--- src/rtl/pwm_pkg.sv ---
package pwm_pkg;

    localparam int ADDR_W       = 12;
    localparam int CNT_W        = 16;
    localparam int DIV_W        = 2;
    localparam int PRE_W        = (1 << DIV_W) - 1;
    localparam int CH_IDX_W     = 3;
    localparam int CTRL_INV_BIT = 5;

    // Address bits [11:5] select the bank, [4:2] the channel.
    localparam logic [6:0] BANK_PERIOD = 7'h20;
    localparam logic [6:0] BANK_DUTY   = 7'h21;
    localparam logic [6:0] BANK_CTRL   = 7'h22;

    typedef enum logic [1:0] {
        REG_PERIOD,
        REG_DUTY,
        REG_CTRL,
        REG_NONE
    } reg_kind_e;

    typedef struct packed {
        reg_kind_e             kind;
        logic [CH_IDX_W-1:0]   ch;
    } reg_sel_t;

    typedef struct packed {
        logic [CNT_W-1:0] period;
        logic [CNT_W-1:0] duty;
        logic [DIV_W-1:0] div;
        logic             invert;
    } ch_cfg_t;

    function automatic reg_sel_t decode_addr(input logic [ADDR_W-1:0] a);
        reg_sel_t s;
        s.ch   = a[4:2];
        s.kind = REG_NONE;
        if (a[1:0] == 2'b00) begin
            case (a[11:5])
                BANK_PERIOD: s.kind = REG_PERIOD;
                BANK_DUTY:   s.kind = REG_DUTY;
                BANK_CTRL:   s.kind = REG_CTRL;
                default:     s.kind = REG_NONE;
            endcase
        end
        return s;
    endfunction

    // Terminal value of the divider for a given select (2^sel - 1).
    function automatic logic [PRE_W-1:0] presc_last(input logic [DIV_W-1:0] sel);
        logic [PRE_W-1:0] m;
        m = '0;
        for (int b = 0; b < PRE_W; b++) begin
            if (b < int'(sel)) m[b] = 1'b1;
        end
        return m;
    endfunction

endpackage

--- src/rtl/pwm_regfile.sv ---
module pwm_regfile
    import pwm_pkg::*;
#(
    parameter int NUM_CH = 4,
    parameter int DATA_W = 32
) (
    input  logic                 clk,
    input  logic                 rst,
    input  logic                 reg_we,
    input  logic [ADDR_W-1:0]    reg_addr,
    input  logic [DATA_W-1:0]    reg_wdata,
    output logic [DATA_W-1:0]    reg_rdata,
    output logic [NUM_CH-1:0]    commit,
    output ch_cfg_t              commit_cfg [NUM_CH]
);

    reg_sel_t sel;
    assign sel = decode_addr(reg_addr);

    logic [DATA_W-1:0] rd_part [NUM_CH];

    logic unused_wdata_hi;
    assign unused_wdata_hi = ^reg_wdata[DATA_W-1:CNT_W];

    for (genvar i = 0; i < NUM_CH; i++) begin : g_ch
        ch_cfg_t shadow_q;
        logic    hit;
        logic    here;

        assign here = (sel.ch == CH_IDX_W'(i));
        assign hit  = reg_we && (sel.kind != REG_NONE) && here;

        always_ff @(posedge clk) begin
            if (rst) begin
                shadow_q <= '0;
            end else if (hit) begin
                case (sel.kind)
                    REG_PERIOD: shadow_q.period <= reg_wdata[CNT_W-1:0];
                    REG_DUTY:   shadow_q.duty   <= reg_wdata[CNT_W-1:0];
                    REG_CTRL: begin
                        shadow_q.div    <= reg_wdata[DIV_W-1:0];
                        shadow_q.invert <= reg_wdata[CTRL_INV_BIT];
                    end
                    default: ;
                endcase
            end
        end

        // Period write snapshots the other two shadows together with the new period.
        assign commit[i]     = hit && (sel.kind == REG_PERIOD);
        assign commit_cfg[i] = '{period: reg_wdata[CNT_W-1:0],
                                 duty:   shadow_q.duty,
                                 div:    shadow_q.div,
                                 invert: shadow_q.invert};

        always_comb begin
            rd_part[i] = '0;
            if (here) begin
                case (sel.kind)
                    REG_PERIOD: rd_part[i] = DATA_W'(shadow_q.period);
                    REG_DUTY:   rd_part[i] = DATA_W'(shadow_q.duty);
                    REG_CTRL: begin
                        rd_part[i][DIV_W-1:0]    = shadow_q.div;
                        rd_part[i][CTRL_INV_BIT] = shadow_q.invert;
                    end
                    default: rd_part[i] = '0;
                endcase
            end
        end
    end

    always_comb begin
        reg_rdata = '0;
        for (int i = 0; i < NUM_CH; i++) begin
            reg_rdata = reg_rdata | rd_part[i];
        end
    end

endmodule

--- src/rtl/pwm_channel.sv ---
module pwm_channel
    import pwm_pkg::*;
(
    input  logic             clk,
    input  logic             rst,
    input  logic             tick,
    input  logic             commit,
    input  ch_cfg_t          commit_cfg,
    output logic             pwm_o,
    output logic             live_on,
    output logic             load_o,
    output logic [CNT_W-1:0] live_period
);

    ch_cfg_t          live_q;
    ch_cfg_t          pend_q;
    logic             pend_vld_q;
    logic [CNT_W-1:0] cnt_q;
    logic [PRE_W-1:0] pre_q;

    logic active;
    logic pre_last;
    logic ptick;
    logic period_end;
    logic load;

    assign active     = (live_q.period != '0);
    assign pre_last   = (pre_q == presc_last(live_q.div));
    assign ptick      = tick && active && pre_last;
    assign period_end = ptick && (cnt_q == live_q.period - 1'b1);
    assign load       = tick && pend_vld_q && (!active || period_end);

    always_ff @(posedge clk) begin
        if (rst) begin
            live_q     <= '0;
            pend_q     <= '0;
            pend_vld_q <= 1'b0;
            cnt_q      <= '0;
            pre_q      <= '0;
        end else begin
            if (commit) begin
                pend_q     <= commit_cfg;
                pend_vld_q <= 1'b1;
            end else if (load) begin
                pend_vld_q <= 1'b0;
            end

            if (load) begin
                live_q <= pend_q;
                cnt_q  <= '0;
                pre_q  <= '0;
            end else if (tick && active) begin
                pre_q <= pre_last ? '0 : pre_q + 1'b1;
                if (ptick) begin
                    cnt_q <= period_end ? '0 : cnt_q + 1'b1;
                end
            end
        end
    end

    assign pwm_o       = active && ((cnt_q < live_q.duty) ^ live_q.invert);
    assign live_on     = active;
    assign load_o      = load;
    assign live_period = live_q.period;

endmodule

--- src/rtl/pwm_shadow_ctrl.sv ---
module pwm_shadow_ctrl
    import pwm_pkg::*;
#(
    parameter int NUM_CH = 4,
    parameter int DATA_W = 32
) (
    input  logic              clk,
    input  logic              rst,
    input  logic              tick_1mhz,
    input  logic              reg_we,
    input  logic [ADDR_W-1:0] reg_addr,
    input  logic [DATA_W-1:0] reg_wdata,
    output logic [DATA_W-1:0] reg_rdata,
    output logic [NUM_CH-1:0] pwm_out
);

    logic [NUM_CH-1:0]            ch_commit;
    ch_cfg_t                      ch_commit_cfg [NUM_CH];
    logic [NUM_CH-1:0]            ch_load;
    logic [NUM_CH-1:0]            ch_live_on;
    logic [NUM_CH-1:0][CNT_W-1:0] ch_live_period;

    pwm_regfile #(
        .NUM_CH (NUM_CH),
        .DATA_W (DATA_W)
    ) regs_i (
        .clk        (clk),
        .rst        (rst),
        .reg_we     (reg_we),
        .reg_addr   (reg_addr),
        .reg_wdata  (reg_wdata),
        .reg_rdata  (reg_rdata),
        .commit     (ch_commit),
        .commit_cfg (ch_commit_cfg)
    );

    for (genvar i = 0; i < NUM_CH; i++) begin : g_chan
        pwm_channel chan_i (
            .clk         (clk),
            .rst         (rst),
            .tick        (tick_1mhz),
            .commit      (ch_commit[i]),
            .commit_cfg  (ch_commit_cfg[i]),
            .pwm_o       (pwm_out[i]),
            .live_on     (ch_live_on[i]),
            .load_o      (ch_load[i]),
            .live_period (ch_live_period[i])
        );
    end

endmodule

--- config.mk ---
export PLATFORM = sky130hd
export DESIGN_NAME = pwm_shadow_ctrl
export DESIGN_NICKNAME = d
export VERILOG_FILES = /design/src/rtl/pwm_pkg.sv /design/src/rtl/pwm_regfile.sv /design/src/rtl/pwm_channel.sv /design/src/rtl/pwm_shadow_ctrl.sv
export SDC_FILE = /design/constraint.sdc
export NUM_CORES = 1
export LEC_CHECK = 0
export CAP_MARGIN = 0
export CORE_MARGIN = 1
export CORE_UTILIZATION = 58
export CTS_CLUSTER_DIAMETER = 120
export DETAILED_ROUTE_END_ITERATION = 16
export PLACE_DENSITY = 0.79
export SYNTH_ARGS = -nofsm -noshare
export SYNTH_HDL_FRONTEND = slang
export SYNTH_SLANG_ARGS = --single-unit
export TNS_END_PERCENT = 30
--- constraint.sdc ---
create_clock -name clk -period 4.15 [get_ports clk]
set_input_delay 0.83 -clock clk [delete_from_list [all_inputs] [get_ports clk]]
set_output_delay 0.83 -clock clk [all_outputs]
set_load 0.01 [all_outputs]
[Word-level counts from Yosys, hierarchy flattened]
Cells that the tools add are included.
Widths: inputs -> output; s select.
Cells by class
  reduce and logical (&&, ||, !) cells: 72
  add/subtract/negate cells: 12
  $lt $le $gt $ge: 16
  bitwise operators: 7
  equality and inequality tests: 17
  muxes and demuxes: 50
Operators by type and width (count)
  $mux 32: 4
  $or 32x32->32: 3
  $pmux 10 s2: 4
  $add 16x1->16 const B: 4
  $eq 16x16->1: 4
  $lt 16x16->1: 4
  $mux 16: 4
  $reduce_bool 16->1: 4
  $sub 16x1->16 const B: 4
  $logic_and 1x1->1: 33
  $reduce_and 2->1: 16
  $pmux 2 s3: 5
  $pmux 3 s2: 4
  $eq 7x6->1 const B: 3
  $mux 1: 20
  $lt 1x2->1 const A: 8
  $add 3x1->3 const B: 4
  $eq 3x3->1: 4
  $mux 3: 4
  $pmux 1 s3: 4
  $lt 2x2->1 const A: 4
  $reduce_bool 2->1: 4
  $reduce_or 2->1: 4
  $eq 3x2->1 const B: 2
  10 further kinds: 20
Word-level totals
  flip-flop bits (word level): 500
  output and inout port bits: 36
  bits of input ports: 48
  logic and storage cells: 234

[Depth between registers and ports, before layout]
Gate-level depths: netlist of the first run.
  depth in word-level cells: 9
  mapped depth: 15
  gate-level depth less buffers: 10

[By module]
Synthesis of the first run repeated with hierarchy kept, for this count alone.
Second synthesis, totals
  cells, all modules: 3024
  area, all modules: 27216.1 µm²
By module, submodules not included
  pwm_channel: instances 4, area an instance 4797.1 µm², cells each 552, sequential area each 1801.7 µm²
  pwm_regfile: instances 1, area an instance 8027.7 µm², cells each 816, sequential area each 2802.7 µm²

[Worst setup path after synthesis of the first run]
OpenSTA, ideal clock, no wires.
  path type: reg2reg
  start: reg g_chan[2].chan_i.live_q, in the netlist g_chan[2].chan_i.live_period[0]
  end: reg g_chan[2].chan_i.live_q, in the netlist g_chan[2].chan_i.live_period[8]
  cell stages (with the launch flop): 14
  required time: 4.022 ns
  buffers on the path: 4
  path slack: 0.953 ns
  clock period less this slack: 3.197 ns
  arrival time: 3.069 ns
  setup time: 0.128 ns
  cells stage by stage: dfxtp_1 clkbuf_1 inv_1 ha_1 or4_1 a2111oi_0 o2111ai_1 or4_1 buf_2 a21oi_4 buf_8 buf_12 mux2i_1 nor2_1
On the way
  longest elaborated chain between the ends: 6
  elaborated cells on any way between the ends: 9
  those cells by class: add/sub: 1; eq/ne: 1; reduce/logical: 7
RTL lines
  from (decl): line pwm_channel.sv:15  | ch_cfg_t live_q;
  from (signal assigned): line pwm_channel.sv:49  | live_q <= pend_q;
  parallel branches: the longest is 4 deep, another holds $sub 16x1->16
  $logic_or 1x1->1 (*): line pwm_channel.sv:31  | assign load = tick && pend_vld_q && (!active || period_end);
  $logic_and 1x1->1 (*): line pwm_channel.sv:31
Every way passes the cells marked *.
A chain may end at the register's enable or synchronous reset.

[Worst setup path in the final report of the first run]
  start: in reg_addr[7]
  end: out reg_rdata[4]
On the way
  longest elaborated chain between the ends: 9
  elaborated cells on any way between the ends: 18
  those cells by class: eq/ne: 4; mux: 10; bitwise: 3; reduce/logical: 1
RTL lines
  from (decl): line pwm_shadow_ctrl.sv:11  | input logic [ADDR_W-1:0] reg_addr,
  $eq 7x6->1: line pwm_pkg.sv:39  | case (a[11:5])
  $pmux 2 s3 (*): line pwm_pkg.sv:39
  $mux 2 (*): line pwm_pkg.sv:38  | if (a[1:0] == 2'b00) begin
  $eq 2x1->1 / $logic_not 2->1 (equally long branches): line pwm_regfile.sv:59  | case (sel.kind)
  $pmux 3 s2: line pwm_regfile.sv:59
  $mux 32: line pwm_regfile.sv:58  | if (here) begin
  $or 32x32->32 (2 in a row): line pwm_regfile.sv:75  | reg_rdata = reg_rdata | rd_part[i];
  $or 32x32->32 (*): line pwm_regfile.sv:75
  to (decl): line pwm_shadow_ctrl.sv:13  | output logic [DATA_W-1:0] reg_rdata,
Mark *: on every way between the ends. The rest lies on a longest branch, timed or not.

==> flow_metrics.tcl, run 1 <==
set metrics [dict create \
    stdcell_area_sq_um 24100 \
    routedWlPerCell_um 18.6 \
    start_util_pct 59.2 \
    final_cells 3204 \
    detailed_place_hpwl_mm 41.7 \
    pwr_density_cell_nw_per_um2 367 \
    crit_type "input pin to output port" \
    die_w_um 196 \
    slew_headroom_pct 18.9 \
    cts_buffers 46 \
    core-area_sq_um 36800 \
    grt_pass1_vias 18038 \
    cts_sinks 436 \
    yosysWarnings 0 \
    crit_required_ps 3320 \
    synth_top_family_by_area "simple AND/OR/NAND/NOR gates" \
    max_freq_mhz 247 \
    fin_setup_tns_ps 0 \
    antenna_found_initial 1 \
    cpMaxStageDelayCell "clkdlybuf4s50_1" \
    outcome "finished, final reports clean" \
    drt_first_pass_iters 5 \
    cts_tree "built" \
    finalCriticalPeriod_ps 4050 \
    synthMuxAreaShare_pct 4.74 \
    synth_compound_area_share_pct 17.8 \
    num_io_pins 84 \
    vdd_drop_max_uv 298 \
    die_y_um 196 \
    fill_cells 3095 \
    avgSynthCellArea_sq_um 7.95 \
    via_count 19380 \
    rows 70 \
    antenna_cells 0 \
    final_layout_size_suffix_gt1_share_pct 6.10 \
    maxSlewViolCount 0 \
    grt_max_degree 94 \
    crit_chain "clkdlybuf4s50_1 > nor4b_1 > nand2_1 > nor2_4 > nand2_2 > o22a_1 > o221ai_1 > clkdlybuf4s50_1" \
    leakage_nw 8.53 \
    finalHoldViolCount 0 \
    ys_ff_latch 436 \
    routed_via_density 6.05 \
    syn_inst 2738 \
    synth_seq_area_share_pct 40.1 \
    place_inst 3119 \
    grt.overflow.total 0 \
    fin_nets 2823 \
    routed_wl_mm 59.6 \
    gr-usage-met2_pct 48.3 \
    drcViolationCount 0 \
    placed_area_sq_um 22400 \
    grt_use_total_pct 31.1 \
    area_growth_pct 10.8 \
    critPathMaxStageDelay_ps 610 \
    cp_max_fo 13 \
    cp_common_cell "clkdlybuf4s50_1" \
    synth-xor-area-share_pct 5.31 \
    synthesis.area_sq_um 21800 \
    synthTopCellsByCount "496 x nand2_1, 436 x dfxtp_1, 351 x a21oi_1" \
    endpoint_kind "output port" \
    fin_skew_ps 16.0 \
    cts.clk_slew.worst_paths_ps 60 \
    yosys.cell_count.top_type "nand2_1" \
    post_cts_buffers 0 \
    grt_busiest_layer "met2" \
    max-cap-violations 0 \
    clockBufferDepth 3 \
    whs_ps 457 \
    clockRootBuffer "clkbuf_16" \
    tightestPinTransition_ps 1210 \
    synthSimpleGateAreaFrac_pct 21.8 \
    use_met1_pct 41.4 \
    synth.top_cell.area_share_pct 40.1 \
    async_flop_share_pct 0 \
    dieArea_sq_um 38300 \
    hold_path_class "flop to flop" \
    preCtsSetupSlack_ps -150 \
    port_buffers 51 \
    setup_viol 0 \
    ys_top_cells_by_area "dfxtp_1 40%, nand2_1 8.6%, a21oi_1 8.1%" \
    postLayoutSetupSlackWorst_ps 97.1 \
    synthAdderAreaFrac_pct 4.37 \
    h-tree-depth 2 \
    grt_pass1_wl_mm 95.6 \
    use_met3_pct 6.95 \
    ys.flop_type "dfxtp_1" \
    start_kind "input pin" \
    ys_types 76 \
    grt_setup_unrepaired "no" \
    synth-edff-count 0 \
    cp.arrival_ps 3220 \
    ant_nets 0 \
    synth_area_leader_cell "dfxtp_1" \
    globalplace.congestion 0.926 \
    insertion_delay_ps 580 \
    drt_iter0_markers 1716 \
    period_share_pct 97.7 \
]
## where the power goes
group | total (mW) | internal (mW) | leakage [nW] | switching [mW]
Sequential | 4.18 | 4.18 | 3.51 | 0.000130
Combinational | 0.221 | 0.0552 | 4.20 | 0.166
Clock | 4.45 | 2.70 | 0.815 | 1.75
## kinds of logic (layout without fill, tap and decap cells)
| family | Yosys count | after routing |
|---|---|---|
| buffers and inverters | 294 | 277 |
| AO/OA/AOI/OAI | 657 | 657 |
| multiplexers | 103 | 103 |
| XOR/XNOR | 132 | 132 |
| flip-flops | 436 | 436 |
| other | 1 | 16 |
| adder cells (fa/ha/maj) | 76 | 76 |
| AND/OR/NAND/NOR | 1039 | 1039 |
## placed cells by master, fill, tap and decap left out, types with 20 or more instances in the layout
master and n:
nand2_1 492, nand3_1 127, o21a_1 20, dfxtp_1 432, a21oi_1 351, inv_1 88, mux2i_1 103, clkdlybuf4s50_1 48
nand4_1 51, nor3_1 35, nor2_1 173, a21o_1 24, buf_4 51, xnor2_1 71, ha_1 76, clkbuf_16 47
o21ai_0 114, and3_1 36, xor2_1 61
## per-stage QoR
step,total power [mW],util [%]
after floorplan,4.42,-
after global placement,4.49,61.0
after detailed placement,4.49,61.0
after CTS,8.89,65.5
after global routing,9.09,65.6
final,8.85,65.6
## area by class of cell
class / instances / area [sq um] / area share (%)
Clock buffer: 62 / 1330 / 5.53
Clock inverter: 23 / 318 / 1.32
Inverter: 89 / 334 / 1.39
Multi-Input combinational cell: 2023 / 11900 / 49.3
Sequential cell: 436 / 8730 / 36.2
Tap cell: 468 / 586 / 2.43
Timing Repair Buffer: 103 / 931 / 3.86
## metal layers
metal / vias to the layer above / routed length [um]
li1: 9395 / -
met4: 2 / 2640
met2: 680 / 26600
met3: 132 / 4490
met5: - / 18
met1: 9171 / 25900
## critical path, delay by kind of cell
family | cells | cell delay [ps]
simple gates | 4 | 970
buf+inv | 2 | 1010
compound gates | 2 | 390
## worst paths after layout
path	depth (start not counted)	slack, ps	startpoint	endpoint
worst min-delay path	2	460	g_chan[1].chan_i.pend_q[14]$_SDFFE_PP0P_	g_chan[1].chan_i.pend_q[14]$_SDFFE_PP0P_
worst max register to register	9	510	g_chan[0].chan_i.live_period[5]$_SDFFE_PP0P_	g_chan[0].chan_i.live_period[8]$_SDFFE_PP0P_
worst max-delay path	8	100	reg_addr[7]	reg_rdata[4]
worst min register to register	2	460	g_chan[1].chan_i.pend_q[14]$_SDFFE_PP0P_	g_chan[1].chan_i.pend_q[14]$_SDFFE_PP0P_
## state kept, by name (all words and copies together), names as in the netlist
| signal | flops |
|---|---|
| g_chan.chan_i.cnt_q | 64 |
| g_chan.chan_i.live_period | 64 |
| g_chan.chan_i.live_q | 76 |
| g_chan.chan_i.pend_q | 108 |
| g_chan.chan_i.pend_vld_q | 4 |
| g_chan.chan_i.pre_q | 12 |
| regs_i.commit_cfg | 76 |
| regs_i.g_ch.shadow_q | 32 |
## what timing repair did
action / 4_1_cts / 5_1_grt
endpoints found under the hold margin: 0 / 0
hold buffers: 0 / 0
endpoints found under the setup margin: 13 / 16
gates resized for setup: 5 / 8
No activity file was read; power rests on OpenSTA's default activity.
==> run 2: changes to the inputs <==
Settings changed: REMOVE_ABC_BUFFERS set to 1.
==> run 2 against run 1 <==
Net effect: design area grew 0.34%; clock skew is 4.0 ps higher; global-route usage is essentially flat; core utilization increased by 0.22 points; non-clock buffer count is 9 higher; critical path depth did not move; combinational power about the same; total power is 0.87% higher; sequential share of layout area down 0.13 points; clock-buffer cell count did not move.
==> flow_metrics.tcl, run 2 (synthesized netlist as in run 1, its figures left out) <==
set metrics [dict create \
    drt_first_pass_iters 7 \
    drt_iter0_markers 1497 \
    crit_required_ps 3320 \
    final_layout_size_suffix_gt1_share_pct 6.20 \
    setup_viol 0 \
    min-delay-start "g_chan[1].chan_i.pend_q[11]$_SDFFE_PP0P_" \
    fin_setup_tns_ps 0 \
    cts_sinks 436 \
    antenna_cells 0 \
    grt_use_total_pct 31.1 \
    tightestPinTransition_ps 1220 \
    port_buffers 51 \
    core-area_sq_um 36800 \
    routedWlPerCell_um 18.9 \
    via_count 19491 \
    clockBufferDepth 3 \
    pwr_density_cell_nw_per_um2 369 \
    power_mw 8.93 \
    max_freq_mhz 246 \
    mostFrequentLayoutCell "nand2_1" \
    post_cts_buffers 0 \
    endpoint_kind "output port" \
    regMostFlops "g_chan.chan_i.pend_q" \
    vdd_drop_max_uv 278 \
    num_io_pins 84 \
    period_share_pct 98.1 \
    cts_hold_buf 0 \
    globalplace.congestion 1.01 \
    placed_area_sq_um 22500 \
    routed_via_density 6.07 \
    r2r_start "g_chan[0].chan_i.live_period[5]$_SDFFE_PP0P_" \
    ant_nets 0 \
    clockRootBuffer "clkbuf_16" \
    drcViolationCount 0 \
    start_kind "input pin" \
    cts_resized 0 \
    outcome "finished, final reports clean" \
    postLayoutSetupSlackWorst_ps 79.8 \
    cp_max_fo 13 \
    slew_headroom_pct 18.7 \
    cts_tree "built" \
    whs_ps 455 \
    final_cells 3212 \
    grt_pass1_vias 18235 \
    fin_skew_ps 20.0 \
    largest_register_ffs 108 \
    cts.clk_slew.worst_paths_ps 60 \
    layout_common_cells "492 x nand2_1, 434 x dfxtp_1, 351 x a21oi_1" \
    crit_type "input pin to output port" \
    dieArea_sq_um 38300 \
    start_util_pct 59.2 \
    cp.arrival_ps 3240 \
    place_inst 3128 \
    finalHoldViolCount 0 \
    finish.utilization_pct 65.8 \
    grt_pass1_wl_mm 96.6 \
    die_y_um 196 \
    max-cap-violations 0 \
    fin_nets 2832 \
    hold_path_class "flop to flop" \
    stdcell_area_sq_um 24200 \
    insertion_delay_ps 580 \
    leakage_nw 8.57 \
    grt_max_degree 141 \
    antenna_found_initial 0 \
    h-tree-depth 2 \
    cts_buffers 46 \
    maxSlewViolCount 0 \
    die_w_um 196 \
    rows 70 \
    routed_wl_mm 60.8 \
    grt_setup_unrepaired "no" \
    detailed_place_hpwl_mm 42.8 \
    startpoint "reg_addr[9]" \
    finalCriticalPeriod_ps 4070 \
    preCtsSetupSlack_ps 14.9 \
    area_growth_pct 11.1 \
    grt.overflow.total 0 \
]
## run 2: cell count changes in the layout (fill, tap and decap cells not counted), sizes merged
cell | previous run | this run
dlymetal6s2s | 1 | 0
clkinv | 12 | 9
buf | 54 | 63
bufinv | 7 | 9
clkdlybuf4s50 | 48 | 49
## run 2: report_power, final
group	switching [mW]	internal [mW]	total (mW)
combinational	0.163	0.0592	0.222
clock	1.74	2.78	4.53
sequential	0.000131	4.18	4.18
total	1.90	7.03	8.93
## run 2: area by class of cell
cell class | count | area (sq um)
Clock inverter | 22 | 355
Sequential cell | 436 | 8730
Inverter | 89 | 334
Timing Repair Buffer | 112 | 1010
Fill cell | 3068 | 12600
Tap cell | 468 | 586
Multi-Input combinational cell | 2023 | 11900
Clock buffer | 62 | 1310
## run 2: path summary, 6_finish.rpt
kind,endpoint,slack [ps],cells after the start
worst min register to register,g_chan[1].chan_i.pend_q[11]$_SDFFE_PP0P_,460,2
worst max register to register,g_chan[0].chan_i.live_period[3]$_SDFFE_PP0P_,470,9
worst min-delay path,g_chan[1].chan_i.pend_q[11]$_SDFFE_PP0P_,460,2
worst max-delay path,reg_rdata[6],80,8
## run 2: routing by layer
layer / wire, um / up-vias / global-route usage (%)
met5: 0 / - / 0
met4: 2270 / 0 / 13.4
met3: 3550 / 112 / 4.01
met2: 28200 / 669 / 50.5
met1: 26800 / 9315 / 41.5
li1: - / 9395 / -
## run 2: critical path, cell delays in order
cell and delay [ps]:
clkdlybuf4s50_1 440, nor4b_2 290, nand2_1 190, nor2_1 130, buf_4 170, nand2_2 190
o221ai_1 380, clkdlybuf4s50_1 610
==> run 3: changes to the inputs <==
Settings changed: CORE_ASPECT_RATIO set to 1.1, CORE_UTILIZATION 58 to 26, PLACE_DENSITY 0.79 to 0.44.
==> run 3 against run 2 <==
Net effect: die area is 120% higher; final cell count is 20% higher; core utilization is 35 points lower; worst setup slack worse by 9.4 ps; sequential power about the same; clock-buffer cell count grew 5; critical path depth grew 1; non-clock buffer count rose by 24; clock power about the same; hold slack got worse by 5.8 ps.
==> flow_metrics.tcl, run 3 (synthesized netlist as in run 1, its figures left out) <==
set metrics [dict create \
    fin_setup_tns_ps 0 \
    cts.clk_slew.worst_paths_ps 60 \
    cts_tree "built" \
    crit_cells 9 \
    hold_path_class "flop to flop" \
    clockRootBuffer "clkbuf_16" \
    cts_sinks 436 \
    place_inst 3747 \
    dieArea_sq_um 84900 \
    final_layout_size_suffix_gt1_share_pct 7.50 \
    h-tree-depth 2 \
    rows 110 \
    drt_iter0_markers 1143 \
    leakage_nw 8.78 \
    cp.arrival_ps 3250 \
    antenna_found_initial 5 \
    grt_use_total_pct 16.0 \
    finalCriticalPeriod_ps 4080 \
    critPathMaxStageDelay_ps 610 \
    startpoint "reg_addr[11]" \
    grt_setup_unrepaired "yes" \
    crit_chain "clkdlybuf4s50_1 > nor4b_2 > nand2_2 > nor2_1 > buf_4 > nand2_1 > buf_4 > o221ai_1 > clkdlybuf4s50_1" \
    routed_via_density 4.99 \
    clockBufferDepth 3 \
    internal-power_mw 6.91 \
    combPwrFrac_pct 2.6 \
    ff2ff_setup_slack_ps 580 \
    routed_wl_mm 69.2 \
    finalHoldViolCount 0 \
    die_y_um 306 \
    via_count 19143 \
    ant_nets 0 \
    swShare_pct 22.5 \
    tightestPinTransition_ps 1070 \
    detailed_place_hpwl_mm 49.7 \
    slew_headroom_pct 28.5 \
    power.switching_mw 2.00 \
    drt_first_pass_iters 5 \
    die_w_um 278 \
    fin_nets 2859 \
    crit_required_ps 3320 \
    start_util_pct 26.5 \
    maxSlewViolCount 0 \
    area_growth_pct 15.7 \
    max_freq_mhz 245 \
    worst_r2r_endpoint "g_chan[0].chan_i.live_period[15]$_SDFFE_PP0P_" \
    cpMaxStageDelayCell "clkdlybuf4s50_1" \
    grt_max_degree 172 \
    vdd_drop_max_uv 273 \
    crit_buf_inv 4 \
    max-cap-violations 0 \
    outcome "finished, final reports clean" \
    insertion_delay_ps 590 \
    endpoint_kind "output port" \
    r2r_start "g_chan[0].chan_i.live_period[5]$_SDFFE_PP0P_" \
    seqPwrFrac_pct 47.0 \
    crit_family "buffers and inverters" \
    pwr_density_cell_nw_per_um2 354 \
    cts_hold_buf 0 \
    cp_max_fo 10 \
    regMostFlops "g_chan.chan_i.pend_q" \
    cts_buffers 49 \
    rr_worst_depth 10 \
    grt_pass1_vias 18041 \
    core-area_sq_um 82300 \
    num_io_pins 84 \
    final_cells 3839 \
    finish.utilization_pct 30.6 \
    fin_skew_ps 19.8 \
    setup_viol 0 \
    grt_pass1_wl_mm 108 \
    period_share_pct 98.3 \
    whs_ps 449 \
    largest_register_ffs 108 \
    mostFrequentLayoutCell "nand2_1" \
    layout_common_cells "495 x nand2_1, 427 x dfxtp_1, 350 x a21oi_1" \
    pwr-share-clk_pct 50.4 \
    grt.overflow.total 0 \
    start_kind "input pin" \
    crit_type "input pin to output port" \
    crit_end "reg_rdata[6]" \
    routedWlPerCell_um 18.0 \
    drcViolationCount 0 \
    globalplace.congestion 0.877 \
    fill_cells 8711 \
    port_buffers 51 \
]
-- run 3: changes by cell type in the layout (fill, tap and decap cells not counted), moves of 4 or more --
cell             change
buf_4               +21
dfxtp_1              -7
dfxtp_2              +7
bufinv_16            -5
clkdlybuf4s50_1      -5
clkinv_2             +5
clkbuf_16            +4
dlymetal6s2s_1       +4
-- run 3: worst min-delay path by stage --
stage,depth (start not counted),slack [ps],start,endpoint
after floorplan,2,430,g_chan[3].chan_i.pend_q[10]$_SDFFE_PP0P_,g_chan[3].chan_i.pend_q[10]$_SDFFE_PP0P_
after global placement,2,440,g_chan[3].chan_i.pend_q[9]$_SDFFE_PP0P_,g_chan[3].chan_i.pend_q[9]$_SDFFE_PP0P_
after detailed placement,2,440,g_chan[3].chan_i.pend_q[9]$_SDFFE_PP0P_,g_chan[3].chan_i.pend_q[9]$_SDFFE_PP0P_
after CTS,2,450,g_chan[3].chan_i.pend_q[9]$_SDFFE_PP0P_,g_chan[3].chan_i.pend_q[9]$_SDFFE_PP0P_
after global routing,2,460,g_chan[3].chan_i.pend_q[6]$_SDFFE_PP0P_,g_chan[3].chan_i.pend_q[6]$_SDFFE_PP0P_
final,2,450,g_chan[3].chan_i.pend_q[6]$_SDFFE_PP0P_,g_chan[3].chan_i.pend_q[6]$_SDFFE_PP0P_
-- run 3: per-layer routing --
layer | wire, um | GRT usage (%)
met1 | 32800 | 21.6
met2 | 32000 | 26.2
met3 | 2570 | 2.29
met4 | 1790 | 4.70
met5 | 13 | 0
-- run 3: per-stage QoR --
stage	area, sq um	setup slack, ps	power [mW]
2_1_floorplan	20900	-1300	4.32
3_3_place_gp	23500	-147	4.51
3_5_place_dp	23500	-151	4.51
4_1_cts	25200	-2.64	9.05
5_1_grt	25200	-8.00	9.21
6_report	25200	70.4	8.91
-- run 3: cell type report --
type | instances | area (sq um) | area share [%]
antenna | 2 | 5.00 | 0.0199
multi-input combinational | 2023 | 11900 | 47.2
timing repair buffer | 136 | 1230 | 4.90
sequential | 436 | 8740 | 34.7
clock buffer | 67 | 1440 | 5.70
tap | 1064 | 1330 | 5.29
inverter | 89 | 334 | 1.33
clock inverter | 22 | 228 | 0.904
-- run 3: power by group through the flow --
stage | logic, mW | registers, mW | clock network [mW]
2_1_floorplan | 0.0441 | 4.28 | 0
3_3_place_gp | 0.229 | 4.28 | 0
3_5_place_dp | 0.231 | 4.28 | 0
4_1_cts | 0.232 | 4.18 | 4.64
5_1_grt | 0.243 | 4.18 | 4.79
6_report | 0.231 | 4.19 | 4.50
-- run 3: worst min-delay path, stage by stage (launching register included) --
cell	delay [ps]
dfxtp_1	300
nand2_1	50
a21oi_1	50
-- run 3: repair_timing --
| action | 4_1_cts | 5_1_grt |
|---|---|---|
| resized for setup | 7 | 14 |
| endpoints found under the hold margin | 0 | 0 |
| setup endpoints to repair | 16 | 9 |
| pin swaps | 2 | 1 |
| buffers inserted | 1 | 0 |
